`config.mk`:
```
export PLATFORM = sky130hd
export DESIGN_NAME = gpio_ind_cfg
export DESIGN_NICKNAME = d
export VERILOG_FILES = /design/src/rtl/gpio_ind_pkg.sv /design/src/rtl/gpio_in_sync.sv /design/src/rtl/gpio_evt_bank.sv /design/src/rtl/gpio_pin_cfg.sv /design/src/rtl/gpio_ind_cfg.sv
export SDC_FILE = /design/constraint.sdc
export NUM_CORES = 1
export LEC_CHECK = 0
export BUFFER_PORTS_ARGS = -buffer_cell sky130_fd_sc_hd__clkbuf_2
export CELL_PAD_IN_SITES_DETAIL_PLACEMENT = 0
export CELL_PAD_IN_SITES_GLOBAL_PLACEMENT = 1
export CORE_AREA = 2 2 165 167
export DETAILED_ROUTE_END_ITERATION = 10
export DIE_AREA = 0 0 167 169
export GPL_ROUTABILITY_DRIVEN = 0
export PLACE_DENSITY = 0.8
export SYNTH_ARGS = -nofsm -noshare
export SYNTH_HDL_FRONTEND = slang
export SYNTH_SLANG_ARGS = --single-unit
export TNS_END_PERCENT = 100
```
`constraint.sdc`:
```
create_clock -name clk_i -period 1.9 [get_ports clk_i]
set_input_delay 0.095 -clock clk_i [delete_from_list [all_inputs] [get_ports clk_i]]
set_output_delay 0.095 -clock clk_i [all_outputs]
set_load 0.05 [all_outputs]
```
`src/rtl/gpio_ind_pkg.sv`:
```
package gpio_ind_pkg;
  localparam int PORT_W = 8;

  typedef struct packed {
    logic pu;   // bit 2
    logic pp;   // bit 1
    logic oe;   // bit 0
  } pin_cfg_t;

  // ports with events use four bytes, the rest two
  function automatic int dout_off(input int p, input int evt_ports);
    return (p < evt_ports) ? 4 * p : 4 * evt_ports + 2 * (p - evt_ports);
  endfunction
endpackage

```
`src/rtl/gpio_in_sync.sv`:
```
module gpio_in_sync #(
  parameter int W      = 29,
  parameter int STAGES = 2,
  parameter int EVT_W  = 16
) (
  input  logic             clk_i,
  input  logic             rst_ni,
  input  logic [W-1:0]     pad_i,
  output logic [W-1:0]     sync_o,
  output logic [EVT_W-1:0] chg_o
);
  logic [W-1:0]     stg_q [STAGES];
  logic [EVT_W-1:0] prev_q;

  always_ff @(posedge clk_i or negedge rst_ni) begin
    if (!rst_ni) begin
      for (int s = 0; s < STAGES; s++) stg_q[s] <= '0;
      prev_q <= '0;
    end else begin
      stg_q[0] <= pad_i;
      for (int s = 1; s < STAGES; s++) stg_q[s] <= stg_q[s-1];
      prev_q <= stg_q[STAGES-1][EVT_W-1:0];
    end
  end

  assign sync_o = stg_q[STAGES-1];
  assign chg_o  = stg_q[STAGES-1][EVT_W-1:0] ^ prev_q;
endmodule

```
`src/rtl/gpio_evt_bank.sv`:
```
module gpio_evt_bank #(
  parameter int W = 8
) (
  input  logic         clk_i,
  input  logic         rst_ni,
  input  logic [W-1:0] chg_i,
  input  logic         en_we_i,
  input  logic         st_we_i,
  input  logic [W-1:0] wdata_i,
  output logic [W-1:0] en_o,
  output logic [W-1:0] st_o
);
  logic [W-1:0] en_q, st_q, set_w, clr_w;

  assign set_w = en_q & chg_i;
  assign clr_w = st_we_i ? wdata_i : '0;

  always_ff @(posedge clk_i or negedge rst_ni) begin
    if (!rst_ni) begin
      en_q <= '0;
      st_q <= '0;
    end else begin
      if (en_we_i) en_q <= wdata_i;
      st_q <= (st_q & ~clr_w) | set_w;  // set beats clear
    end
  end

  assign en_o = en_q;
  assign st_o = st_q;

  for (genvar b = 0; b < W; b++) begin : g_chk
    a_r10_set_needs_enable: assert property (@(posedge clk_i) disable iff (!rst_ni)
      $rose(st_q[b]) |-> ($past(en_q[b]) && $past(chg_i[b])));
    a_r11_w1c: assert property (@(posedge clk_i) disable iff (!rst_ni)
      (st_we_i && wdata_i[b] && !(en_q[b] && chg_i[b])) |=> !st_q[b]);
    a_r11_set_wins: assert property (@(posedge clk_i) disable iff (!rst_ni)
      (en_q[b] && chg_i[b]) |=> st_q[b]);
  end
endmodule

```
`src/rtl/gpio_pin_cfg.sv`:
```
module gpio_pin_cfg
  import gpio_ind_pkg::*;
#(
  parameter int NUM_PINS = 29
) (
  input  logic                clk_i,
  input  logic                rst_ni,
  input  logic                cfg_we_i,
  input  logic                cfg_addr_i,
  input  logic [7:0]          cfg_wdata_i,
  output logic [7:0]          cfg_rdata_o,
  input  logic [NUM_PINS-1:0] dout_i,
  output logic [NUM_PINS-1:0] pad_out_o,
  output logic [NUM_PINS-1:0] pad_oe_o,
  output logic [NUM_PINS-1:0] pad_pu_o
);
  logic [6:0] sel_q;
  logic [5:0] idx;
  logic       sel_ok;
  pin_cfg_t   cfg_q [NUM_PINS];
  logic       unused_wbits;

  assign unused_wbits = ^{cfg_wdata_i[7], cfg_wdata_i[3]};

  // {port, bit} concatenation is the pin index
  assign idx    = {sel_q[6:4], sel_q[2:0]};
  assign sel_ok = (int'(idx) < NUM_PINS);

  always_ff @(posedge clk_i or negedge rst_ni) begin
    if (!rst_ni) sel_q <= '0;
    else if (cfg_we_i && !cfg_addr_i) sel_q <= {cfg_wdata_i[6:4], 1'b0, cfg_wdata_i[2:0]};
  end

  for (genvar i = 0; i < NUM_PINS; i++) begin : g_pin
    always_ff @(posedge clk_i or negedge rst_ni) begin
      if (!rst_ni) cfg_q[i] <= '0;
      else if (cfg_we_i && cfg_addr_i && idx == 6'(i)) cfg_q[i] <= cfg_wdata_i[2:0];
    end

    assign pad_oe_o[i]  = cfg_q[i].oe & (cfg_q[i].pp | ~dout_i[i]);
    assign pad_out_o[i] = cfg_q[i].pp & dout_i[i];
    assign pad_pu_o[i]  = cfg_q[i].pu;

    a_r5_cfg_write: assert property (@(posedge clk_i) disable iff (!rst_ni)
      (cfg_we_i && cfg_addr_i && idx == 6'(i)) |=> (cfg_q[i] == $past(cfg_wdata_i[2:0])));
    a_r6_tristate: assert property (@(posedge clk_i) disable iff (!rst_ni)
      !cfg_q[i].oe |-> !pad_oe_o[i]);
    a_r8_od_release: assert property (@(posedge clk_i) disable iff (!rst_ni)
      (!cfg_q[i].pp && dout_i[i]) |-> !pad_oe_o[i]);
  end

  always_comb begin
    cfg_rdata_o = '0;
    if (!cfg_addr_i) cfg_rdata_o = {1'b0, sel_q};
    else if (sel_ok) begin
      for (int i = 0; i < NUM_PINS; i++)
        if (idx == 6'(i)) cfg_rdata_o = {5'b0, cfg_q[i]};
    end
  end
endmodule

```
`src/rtl/gpio_ind_cfg.sv`:
```
module gpio_ind_cfg
  import gpio_ind_pkg::*;
#(
  parameter int NUM_PINS    = 29,
  parameter int EVT_PORTS   = 2,
  parameter int SYNC_STAGES = 2,
  parameter int ADDR_W      = 4
) (
  input  logic                clk_i,
  input  logic                rst_ni,
  input  logic                rt_we_i,
  input  logic [ADDR_W-1:0]   rt_addr_i,
  input  logic [7:0]          rt_wdata_i,
  output logic [7:0]          rt_rdata_o,
  input  logic                cfg_we_i,
  input  logic                cfg_addr_i,
  input  logic [7:0]          cfg_wdata_i,
  output logic [7:0]          cfg_rdata_o,
  input  logic [NUM_PINS-1:0] pad_in_i,
  output logic [NUM_PINS-1:0] pad_out_o,
  output logic [NUM_PINS-1:0] pad_oe_o,
  output logic [NUM_PINS-1:0] pad_pu_o,
  output logic                evt_o
);
  localparam int NUM_PORTS = (NUM_PINS + PORT_W - 1) / PORT_W;
  localparam int PAD_W     = NUM_PORTS * PORT_W;
  localparam int EVT_W     = EVT_PORTS * PORT_W;

  function automatic logic [PAD_W-1:0] impl_mask();
    logic [PAD_W-1:0] m;
    for (int i = 0; i < PAD_W; i++) m[i] = (i < NUM_PINS);
    return m;
  endfunction
  localparam logic [PAD_W-1:0] IMPL = impl_mask();

  logic [PAD_W-1:0]    dout_q, din_pad, en_all, st_all;
  logic [NUM_PINS-1:0] din_sync;
  logic [EVT_W-1:0]    chg;

  always_ff @(posedge clk_i or negedge rst_ni) begin
    if (!rst_ni) dout_q <= '0;
    else if (rt_we_i) begin
      for (int p = 0; p < NUM_PORTS; p++)
        if (rt_addr_i == ADDR_W'(dout_off(p, EVT_PORTS)))
          dout_q[p*PORT_W +: PORT_W] <= rt_wdata_i & IMPL[p*PORT_W +: PORT_W];
    end
  end

  gpio_in_sync #(.W(NUM_PINS), .STAGES(SYNC_STAGES), .EVT_W(EVT_W)) u_sync (
    .clk_i(clk_i), .rst_ni(rst_ni), .pad_i(pad_in_i), .sync_o(din_sync), .chg_o(chg)
  );
  assign din_pad = PAD_W'(din_sync);

  for (genvar p = 0; p < NUM_PORTS; p++) begin : g_port
    if (p < EVT_PORTS) begin : g_evt
      localparam int OFF = dout_off(p, EVT_PORTS);
      gpio_evt_bank #(.W(PORT_W)) u_evt (
        .clk_i   (clk_i),
        .rst_ni  (rst_ni),
        .chg_i   (chg[p*PORT_W +: PORT_W]),
        .en_we_i (rt_we_i && rt_addr_i == ADDR_W'(OFF + 2)),
        .st_we_i (rt_we_i && rt_addr_i == ADDR_W'(OFF + 3)),
        .wdata_i (rt_wdata_i),
        .en_o    (en_all[p*PORT_W +: PORT_W]),
        .st_o    (st_all[p*PORT_W +: PORT_W])
      );
    end else begin : g_noevt
      assign en_all[p*PORT_W +: PORT_W] = '0;
      assign st_all[p*PORT_W +: PORT_W] = '0;
    end
  end

  always_comb begin
    rt_rdata_o = '0;
    for (int p = 0; p < NUM_PORTS; p++) begin
      if (rt_addr_i == ADDR_W'(dout_off(p, EVT_PORTS)))     rt_rdata_o = dout_q[p*PORT_W +: PORT_W];
      if (rt_addr_i == ADDR_W'(dout_off(p, EVT_PORTS) + 1)) rt_rdata_o = din_pad[p*PORT_W +: PORT_W];
      if (p < EVT_PORTS) begin
        if (rt_addr_i == ADDR_W'(dout_off(p, EVT_PORTS) + 2)) rt_rdata_o = en_all[p*PORT_W +: PORT_W];
        if (rt_addr_i == ADDR_W'(dout_off(p, EVT_PORTS) + 3)) rt_rdata_o = st_all[p*PORT_W +: PORT_W];
      end
    end
  end

  assign evt_o = |(st_all & en_all);

  gpio_pin_cfg #(.NUM_PINS(NUM_PINS)) u_cfg (
    .clk_i       (clk_i),
    .rst_ni      (rst_ni),
    .cfg_we_i    (cfg_we_i),
    .cfg_addr_i  (cfg_addr_i),
    .cfg_wdata_i (cfg_wdata_i),
    .cfg_rdata_o (cfg_rdata_o),
    .dout_i      (dout_q[NUM_PINS-1:0]),
    .pad_out_o   (pad_out_o),
    .pad_oe_o    (pad_oe_o),
    .pad_pu_o    (pad_pu_o)
  );

  a_r2_dout_readback: assert property (@(posedge clk_i) disable iff (!rst_ni)
    (rt_we_i && rt_addr_i == ADDR_W'(dout_off(0, EVT_PORTS)))
      |=> (dout_q[PORT_W-1:0] == $past(rt_wdata_i)));
  a_r2_unimpl_zero: assert property (@(posedge clk_i) disable iff (!rst_ni)
    (dout_q & ~IMPL) == '0);
  a_r12_evt_needs_status: assert property (@(posedge clk_i) disable iff (!rst_ni)
    evt_o |-> (st_all != '0));
endmodule

```
==> impl_metrics.csv, run 1 <==
group,metric,value,unit
placement,io_buffers,153,
cts,clkLatencyLatePin,0.54,ns
critical_path,rrSetupSlack,-0.28,ns
die,die_area,0.0282,mm2
yosys,yosys.area_share.simple,10.9,%
status,status,"complete, but fails checks",
power_and_ir_drop,vdd_ir_drop_max,0.571,mV
placement,place_hpwl,23.9,mm
grt,grt_pass1_vias,8864,
route,postRouteAntennaNets,0,
route,drc,0,
grt,grt_max_degree,64,
route,wl_per_cell,20.5,um
layout,drive_gt1_share,49.1,%
die,rows,60,
timing,rsz0062_at_grt,"true",
critical_path,crit_path_end_kind,"primary output",
yosys,synth_mux_area_share,16.9,%
yosys,ys_seq_area_share,53.2,%
worst_hold_path,hold_path.class,"input port to flip-flop",
critical_path,ff2ff_path_depth,8,
cts,cts_buffers,25,
layout,fill_cells,2190,
grt,grt_pass1_wl,51.0,mm
yosys,syn-cell-area,0.0107,mm2
yosys,synth_seq_cells,228,
placement,place_area,0.0129,mm2
die,initial_core_util,40.5,%
route,vias_per_cell,5.37,
cts,clkTransAtPathRegs,0.06,ns
cts,clock_path_buffers,3,
critical_path,worst_setup_path_start_kind,"flip-flop",
critical_path,required,1.80,ns
die,core,0.0265,mm2
layout,fin_util,57.2,%
yosys,synth_adder_area_share,0,%
layout,final_area,0.0152,mm2
power_and_ir_drop,finalPower,16.5,mW
route,drt-total-wl,33.0,mm
placement,place_ws,-0.523,ns
timing,relSlewSlack,45.3,%
layout,syn2layout_area_growth,41.4,%
layout,nets,1308,
yosys,synth.avg_cell_area,11.6,um2
timing,worst_slack,-1.02,ns
route,drt_iter0_markers,584,
worst_hold_path,min_path_cells,2,
yosys,netlist_instances,921,
yosys,ys_async_sr_fraction,100,%
timing,finalSetupViolations,58,
critical_path,critical_path_class,"flip-flop to primary output",
critical_path,cp_max_fo,4,
timing,fin_crit,2.92,ns
job,drv_cap,0,
timing,finalHoldViolCount,0,
status,violations,"setup timing",
power_and_ir_drop,cellLeakagePower,6.99,nW
cts,cts_num_sinks,228,
timing,fin_crit_sh,154,%
power_and_ir_drop,powerDensity,1090,mW/mm2
layout,diodes,0,
layout,seqCellArea,0.00572,mm2
grt,gr-total-overflow,0,
yosys,synth_compound_area_share,12.5,%
die,die_x,167,um
cts,clockRootBuffer,"clkbuf_16",
timing,skew,0.00763,ns
yosys,yosys_warnings,0,
die,ioPinCount,158,
grt,antenna_found_initial,0,
yosys,ys.flop_type,"dfrtp_1",
cts,cts-htree-levels,1,
timing,whs,0.0217,ns
yosys,synth_enable_flop_cells,0,
die,die_y,169,um
yosys,synthXorXnorAreaFrac,1.31,%
timing,max_freq,342,MHz
critical_path,cp.arrival,2.83,ns
route,vias,8663,
timing,report.final.slew_viol_count,0,
layout,multi_input_area,0.00508,mm2
yosys,synth_top_family_by_area,"multiplexers",
yosys,ys_types,60,
timing,worst_slew_pin_slew,0.821,ns
route,first_pass_iters,5,
grt,grtUsageTotal,23.1,%
cts,cts_tree,"yes",
[critical path: stages (launching register included)]
cell and delay (ns):
dfrtp_2 0.43, buf_6 0.14, buf_4 0.15, nor4b_4 0.33, buf_4 0.19, a32oi_1 0.09, a21oi_1 0.28, o311ai_2 0.19
a221oi_4 0.31, buf_12 0.18
[Yosys cell counts, types with 16 or more instances]
| master | count | area (um2) |
|---|---|---|
| mux2i_1 | 16 | 160 |
| nand2_1 | 78 | 293 |
| mux2_2 | 129 | 1450 |
| o21ai_0 | 40 | 200 |
| a22o_1 | 22 | 193 |
| inv_1 | 34 | 128 |
| a21oi_1 | 24 | 120 |
| buf_4 | 31 | 233 |
| xor2_1 | 16 | 140 |
| dfrtp_1 | 228 | 5710 |
| nor2_1 | 26 | 97.6 |
| nor2b_1 | 17 | 106 |
| a21boi_0 | 27 | 203 |
| and2_1 | 33 | 206 |
| nand3_1 | 16 | 80.1 |
| clkbuf_1 | 26 | 97.6 |
[area by class of cell]
type                            instances  share of cell area (%)
Clock buffer                           37                    4.95
Clock inverter                          7                   0.660
Tap cell                              341                    2.82
Multi-Input combinational cell        583                    33.5
Timing Repair Buffer                  380                    19.4
Sequential cell                       228                    37.7
Inverter                               36                   0.892
[placed cells by master (no fill, tap or decap), types with 10 or more instances in the layout]
| cell type | n |
|---|---|
| nor2b_1 | 12 |
| o211ai_1 | 10 |
| mux2i_1 | 16 |
| mux2_2 | 111 |
| o21ai_1 | 13 |
| nand2_1 | 62 |
| and2_1 | 30 |
| xor2_1 | 16 |
| nand2_2 | 13 |
| buf_6 | 40 |
| dfrtp_1 | 219 |
| a21oi_1 | 22 |
| a21boi_0 | 24 |
| clkbuf_2 | 138 |
| nor2_1 | 18 |
| inv_1 | 33 |
| buf_4 | 146 |
| dlygate4sd3_1 | 37 |
| clkbuf_16 | 25 |
| nand3_1 | 14 |
| mux2_4 | 18 |
| buf_12 | 14 |
| a22o_1 | 22 |
| o21ai_0 | 14 |
[report_power, final]
part           leakage [nW]  switching (mW)  internal (mW)
clock network         0.424            1.96           3.00
registers              2.75           0.758           5.62
logic                  3.81            3.08           2.07
[final timing paths]
check,start,endpoint
setup / recovery,u_cfg.sel_q[6],cfg_rdata_o[2]
hold / removal,rt_wdata_i[4],g_port[0].g_evt.u_evt.en_o[4]
setup reg to reg,u_cfg.sel_q[6],u_cfg.cfg_q[63]
hold reg to reg,u_sync.stg_q[37],u_sync.sync_o[8]
max in group asynchronous,rst_ni,u_cfg.pad_pu_o[3]
min in group asynchronous,rst_ni,u_sync.stg_q[30]
[kinds of logic after synthesis]
| family | after synthesis |
|---|---|
| flops | 228 |
| mux | 154 |
| buf+inv | 111 |
| compound gates | 190 |
| xor+xnor | 16 |
| simple gates | 221 |
| other cells | 1 |
[sequential cells by signal, indices dropped and copies added, names as in the netlist]
register	cells
u_sync.stg_q	29
g_port.g_evt.u_evt.en_o	16
u_cfg.sel_q	6
u_cfg.cfg_q	58
u_cfg.pad_pu_o	29
g_port.g_evt.u_evt.st_o	16
u_sync.prev_q	16
u_sync.sync_o	29
dout_q	29
[through the flow]
stage | instances | TNS (ns)
finish | 1612 | -8.62
global route | 1612 | -12.52
CTS | 1589 | -7.09
detailed placement | 1478 | -7.20
global placement | 1478 | -6.51
floorplan | 922 | -0.953
[timing repair]
item | CTS | global route
buffers inserted | 30 | 25
pin swaps | 15 | 23
gates resized for setup | 101 | 95
endpoints found under the setup margin | 55 | 92
hold buffers | 37 | 0
hold endpoints to repair | 289 | 0
[per-layer routing]
layer  global-route usage, %  up-vias  wire, um
li1                        -     3963         -
met1                    32.6     4367     14800
met2                    36.3      283     15300
met3                    3.67       50      1790
met4                    8.66        0      1070
met5                       0        -         0
Power figures use the tool's default switching activity.
==> inputs of run 2 (changes only) <==
- BUFFER_PORTS_ARGS: -buffer_cell sky130_fd_sc_hd__clkbuf_2 -> -buffer_cell sky130_fd_sc_hd__buf_2
- CELL_PAD_IN_SITES_DETAIL_PLACEMENT: 0 -> 1
- CELL_PAD_IN_SITES_GLOBAL_PLACEMENT: 1 -> 2
- CORE_AREA: 2 2 165 167 -> 2 2 181 183
- DIE_AREA: 0 0 167 169 -> 0 0 183 185
==> run 2 against run 1 <==
The flow still finishes with violations (setup timing). Sequential power hardly changed. Count of clock-buffer cells in the layout is 3 lower. Non-clock buffer count is 10 higher. Register-to-register slack worse by 0.19 ns. Total power is 1.9% higher. First-iteration DRC count is 21% lower. Maximum frequency is 0.11% lower. Sequential share of layout area is 0.50 points lower. Combinational power is 2% higher. Clock power is 4% higher. Clock skew is 0.0015 ns higher. Flip-flop and latch count stayed put. Critical endpoint is now cfg_rdata_o[0]. Largest cell class unchanged. Largest power group unchanged. Highest routed layer unchanged.
==> impl_metrics.csv, run 2 (synthesis results as in run 1) <==
group,metric,value,unit
die,ioPinCount,158,
job,drv_cap,0,
timing,fin_crit,2.93,ns
route,postRouteAntennaNets,0,
power_and_ir_drop,cellLeakagePower,7.08,nW
route,drc,0,
grt,globalRouteMet1Util,29.1,%
layout,fin_cells,1694,
critical_path,path_buf_inv,3,
die,die_area,0.0339,mm2
die,die_x,183,um
critical_path,worst_setup_path_start_kind,"flip-flop",
power_and_ir_drop,p_switching,6.05,mW
cts,clkLatencyLatePin,0.54,ns
timing,whs,0.0982,ns
route,drt-total-wl,38.1,mm
critical_path,critical_path_class,"flip-flop to primary output",
status,violations,"setup timing",
critical_path,critPathMostFrequentCell,"buf_4",
critical_path,cp.arrival,2.83,ns
die,die_y,185,um
power_and_ir_drop,finalPower,16.8,mW
grt,grtUsageTotal,21.8,%
cts,cts-htree-levels,1,
layout,fin_util,47.9,%
timing,fin_crit_sh,154,%
timing,rsz0062_at_grt,"true",
cts,cts_num_sinks,228,
cts,clkTransAtPathRegs,0.06,ns
route,first_pass_iters,4,
grt,grt_busiest_layer,"met2",
die,rows,66,
timing,relSlewSlack,50.4,%
power_and_ir_drop,powerDensity,1090,mW/mm2
timing,report.final.slew_viol_count,0,
cts,cts_buffers,26,
timing,finalSetupViolations,53,
critical_path,crit_path_end_kind,"primary output",
cts,cts_tree,"yes",
critical_path,crit_family,"simple AND/OR/NAND/NOR gates",
critical_path,path_cells,"buf_12 > or4b_4 > nor3_4 > buf_4 > a211oi_1 > o21ai_1 > a21oi_2 > o211ai_1 > buf_4",
layout,fill_cells,3440,
layout,drive_gt1_share,49.4,%
grt,antenna_found_initial,1,
timing,worst_slew_pin_slew,0.744,ns
route,vias_per_cell,5.20,
grt,groute.layer.met3.usage,3.17,%
status,status,"complete, but fails checks",
power_and_ir_drop,p_int,10.8,mW
route,vias,8805,
layout,largest_reg_flops,58,
layout,syn2layout_area_growth,43.3,%
power_and_ir_drop,clockPowerShare,30.6,%
layout,nets,1319,
timing,max_freq,342,MHz
critical_path,cp_max_fo,6,
grt,grt_pass1_vias,9282,
timing,worst_slack,-1.03,ns
power_and_ir_drop,combPwrFrac,31.3,%
grt,met2_usage,36.3,%
timing,fin_tns_setup,-10.23,ns
route,wl_per_cell,22.5,um
placement,io_buffers,153,
layout,largest_register,"u_cfg.cfg_q",
power_and_ir_drop,p_sw_share,36.0,%
cts,clock_path_buffers,3,
timing,finalHoldViolCount,0,
timing,skew,0.00914,ns
die,core,0.0320,mm2
grt,gr-total-overflow,0,
route,drt_iter0_markers,462,
power_and_ir_drop,vdd_ir_drop_max,0.698,mV
cts,clockRootBuffer,"clkbuf_16",
layout,final_common_cell,"dfrtp_1",
critical_path,required,1.80,ns
worst_hold_path,hold_path.class,"input port to asynchronous set/reset pin",
critical_path,cpPeakStageDelay,0.53,ns
layout,layout_common_cells,"dfrtp_1, buf_4, buf_2",
placement,dpl.cell_count,1553,
critical_path,crit_slowest_cell,"or4b_4",
power_and_ir_drop,power.share.sequential,38.2,%
grt,grt_max_degree,58,
grt,grt_pass1_wl,56.3,mm
die,initial_core_util,33.5,%
placement,place_hpwl,27.0,mm
run 2: cell types whose count changed in the layout (fill, tap and decap cells not counted), moves of 3 or more:
cell,before,now
buf_8,2,5
buf_12,14,7
o311ai_2,3,0
clkbuf_8,9,3
buf_4,146,154
buf_2,0,139
nor2_2,5,2
dlygate4sd3_1,37,41
clkbuf_2,138,0
run 2: path summary, 6_finish.rpt:
check                                 startpoint  slack (ns)  depth (start not counted)               end
max in group asynchronous                 rst_ni        1.10                          3         dout_q[1]
worst max-delay path              u_cfg.sel_q[6]       -1.03                          9    cfg_rdata_o[0]
worst min-delay path                      rst_ni         0.1                          2    u_cfg.cfg_q[6]
worst max register to register    u_cfg.sel_q[2]       -0.47                          9   u_cfg.cfg_q[51]
worst min register to register  u_sync.stg_q[33]        0.35                          0  u_sync.sync_o[4]
min in group clk_i                      cfg_we_i        0.11                          4    u_cfg.sel_q[0]
run 2: power groups by stage:
stage | Sequential, mW | Combinational, mW | Clock [mW]
finish | 6.41 | 5.25 | 5.14
CTS | 6.39 | 4.90 | 5.26
detailed placement | 6.50 | 4.45 | 0
global route | 6.50 | 5.56 | 5.47
floorplan | 6.11 | 3.22 | 0
global placement | 6.47 | 4.37 | 0
run 2: final cells by class:
class,instances,area (um2),share of cell area (%)
antenna,1,2.50,0.0163
tap,408,510,3.32
inverter,36,135,0.880
timing repair buffer,390,2990,19.4
clock inverter,14,169,1.10
sequential,228,5720,37.2
multi-input combinational,583,5130,33.4
clock buffer,34,711,4.63
run 2: through the flow:
step           setup slack (ns)  instance area [um2]
3_3_place_gp             -0.565                12900
3_5_place_dp             -0.601                12900
5_1_grt                   -1.12                15400
4_1_cts                   -1.03                14700
2_1_floorplan            -0.492                10900
6_report                  -1.03                15400
run 2: layer usage:
| layer | up-vias | wire length, um |
|---|---|---|
| met5 | - | 0 |
| met1 | 4520 | 16700 |
| met4 | 0 | 1380 |
| met3 | 69 | 1660 |
| met2 | 243 | 18400 |
| li1 | 3973 | - |
run 2: what timing repair did:
item,CTS,global route
hold endpoints to repair,308,0
gates resized for setup,101,115
setup endpoints to repair,74,83
buffers inserted,28,23
hold buffers,41,0
pin swaps,19,23
cloned,1,0
==> inputs of run 3 (changes only) <==
- SKIP_CTS_REPAIR_TIMING: default -> 1
==> run 3 against run 2 <==
The flow finishes with violations (hold timing, setup timing). Clock power hardly changed. First-iteration DRC count is 4.1% higher. Setup slack worse by 0.020 ns. Largest power group unchanged. Via count is 2.4% lower. Design area is 2.5% lower. Sequential power hardly changed. Clock skew is 0.00090 ns lower. Critical path type unchanged. Global-route usage is 0.66 points lower.
==> impl_metrics.csv, run 3 (synthesis results as in run 1) <==
group,metric,value,unit
critical_path,rrSetupSlack,-0.18,ns
placement,dpl.cell_count,1553,
timing,relSlewSlack,52.7,%
timing,fin_crit,2.95,ns
route,drc,0,
job,drv_cap,0,
layout,layout_common_cells,"dfrtp_1, buf_4, buf_2",
grt,grt_max_degree,58,
cts,cts_num_sinks,228,
power_and_ir_drop,powerDensity,1100,mW/mm2
route,drt-total-wl,36.8,mm
layout,nets,1298,
placement,place_ws,-0.601,ns
grt,gr-total-overflow,0,
route,first_pass_iters,5,
critical_path,crit_path_end_kind,"primary output",
timing,finalSetupViolations,39,
cts,cts_buffers,26,
timing,max_freq,339,MHz
die,die_y,185,um
power_and_ir_drop,p_sw_share,35.9,%
timing,rsz0062_at_grt,"true",
status,violations,"hold timing, setup timing",
route,vias,8595,
cts,cts-htree-levels,1,
power_and_ir_drop,combPwrFrac,30.2,%
cts,cts_tree,"yes",
power_and_ir_drop,clockPowerShare,31.1,%
die,die_x,183,um
die,initial_core_util,33.5,%
die,core,0.0320,mm2
power_and_ir_drop,cellLeakagePower,6.89,nW
timing,skew,0.00823,ns
placement,place_area,0.0129,mm2
cts,clkLatencyLatePin,0.54,ns
grt,antenna_found_initial,1,
critical_path,worst_setup_path_start_kind,"flip-flop",
die,ioPinCount,158,
power_and_ir_drop,power.share.sequential,38.7,%
power_and_ir_drop,p_switching,5.95,mW
die,die_area,0.0339,mm2
timing,whs,-0.00746,ns
route,wl_per_cell,22.0,um
layout,fin_cells,1673,
timing,worst_slew_pin_slew,0.709,ns
power_and_ir_drop,p_int,10.6,mW
timing,fin_tns_setup,-7.07,ns
status,status,"complete, but fails checks",
timing,fin_crit_sh,155,%
die,rows,66,
grt,grt_pass1_wl,54.5,mm
grt,grtUsageTotal,21.1,%
cts,clock_path_buffers,3,
cts,clkTransAtPathRegs,0.06,ns
timing,finalHoldViolCount,2,
layout,syn2layout_area_growth,39.8,%
critical_path,required,1.80,ns
power_and_ir_drop,vdd_ir_drop_max,0.700,mV
layout,drive_gt1_share,47.9,%
grt,grt_pass1_vias,8941,
timing,report.final.slew_viol_count,0,
critical_path,cp_max_fo,7,
route,drt_iter0_markers,481,
layout,final_area,0.0150,mm2
layout,largest_register,"u_cfg.cfg_q",
critical_path,cp.arrival,2.85,ns
critical_path,critical_path_class,"flip-flop to primary output",
placement,io_buffers,153,
cts,clockRootBuffer,"clkbuf_16",
timing,worst_slack,-1.05,ns
worst_hold_path,hold_path.class,"input port to flip-flop",
placement,place_hpwl,27.0,mm
route,vias_per_cell,5.14,
layout,final_common_cell,"dfrtp_1",
route,postRouteAntennaNets,0,
layout,largest_reg_flops,58,
-- run 3: cell count changes in the layout (fill, tap and decap cells not counted), sizes merged --
| cell | delta |
|---|---|
| buf | -19 |
| dlygate4sd3 | -2 |
-- run 3: critical path, cell delays in order, from the launching register on --
cell and delay, ns:
dfrtp_1 0.40, buf_4 0.19, or4b_4 0.53, buf_8 0.17, nor3_1 0.21, a221oi_2 0.05
o21bai_2 0.21, a21oi_2 0.18, o211ai_1 0.15, buf_4 0.23
-- run 3: routing by layer --
metal	up-vias	wire [um]	global-route usage, %
met5	-	0	0
met4	0	1080	7.36
met3	57	1610	3.15
met2	205	17500	34.5
met1	4400	16600	28.7
li1	3933	-	-
-- run 3: final timing paths --
kind                             startpoint                       endpoint  depth (start not counted)
setup reg to reg             u_cfg.sel_q[5]              u_cfg.pad_pu_o[7]                          6
hold / removal                rt_wdata_i[3]  g_port[0].g_evt.u_evt.st_o[3]                          3
setup / recovery             u_cfg.sel_q[5]                 cfg_rdata_o[0]                          9
max in group asynchronous            rst_ni                      dout_q[1]                          3
min in group asynchronous            rst_ni                 u_cfg.cfg_q[6]                          2
hold reg to reg            u_sync.stg_q[31]               u_sync.sync_o[2]                          0
-- run 3: area by class of cell --
| type | instances | area, um2 |
|---|---|---|
| Fill cell | 3453 | 17100 |
| Sequential cell | 228 | 5720 |
| Multi-Input combinational cell | 583 | 4990 |
| Timing Repair Buffer | 369 | 2750 |
| Clock buffer | 34 | 711 |
| Tap cell | 408 | 510 |
| Clock inverter | 14 | 169 |
| Inverter | 36 | 135 |
| Antenna cell | 1 | 2.50 |
-- run 3: power groups by stage --
stage,Sequential (mW),Clock (mW),Combinational (mW)
2_1_floorplan,6.11,0,3.22
4_1_cts,6.43,5.26,4.47
3_5_place_dp,6.50,0,4.45
3_3_place_gp,6.47,0,4.37
6_report,6.41,5.14,5.00
5_1_grt,6.51,5.48,5.30
-- run 3: per-stage QoR --
step	util (%)	total power, mW
floorplan	-	9.33
global placement	40.2	10.8
detailed placement	40.2	10.9
CTS	43.0	16.2
global route	46.8	17.3
finish	46.8	16.5
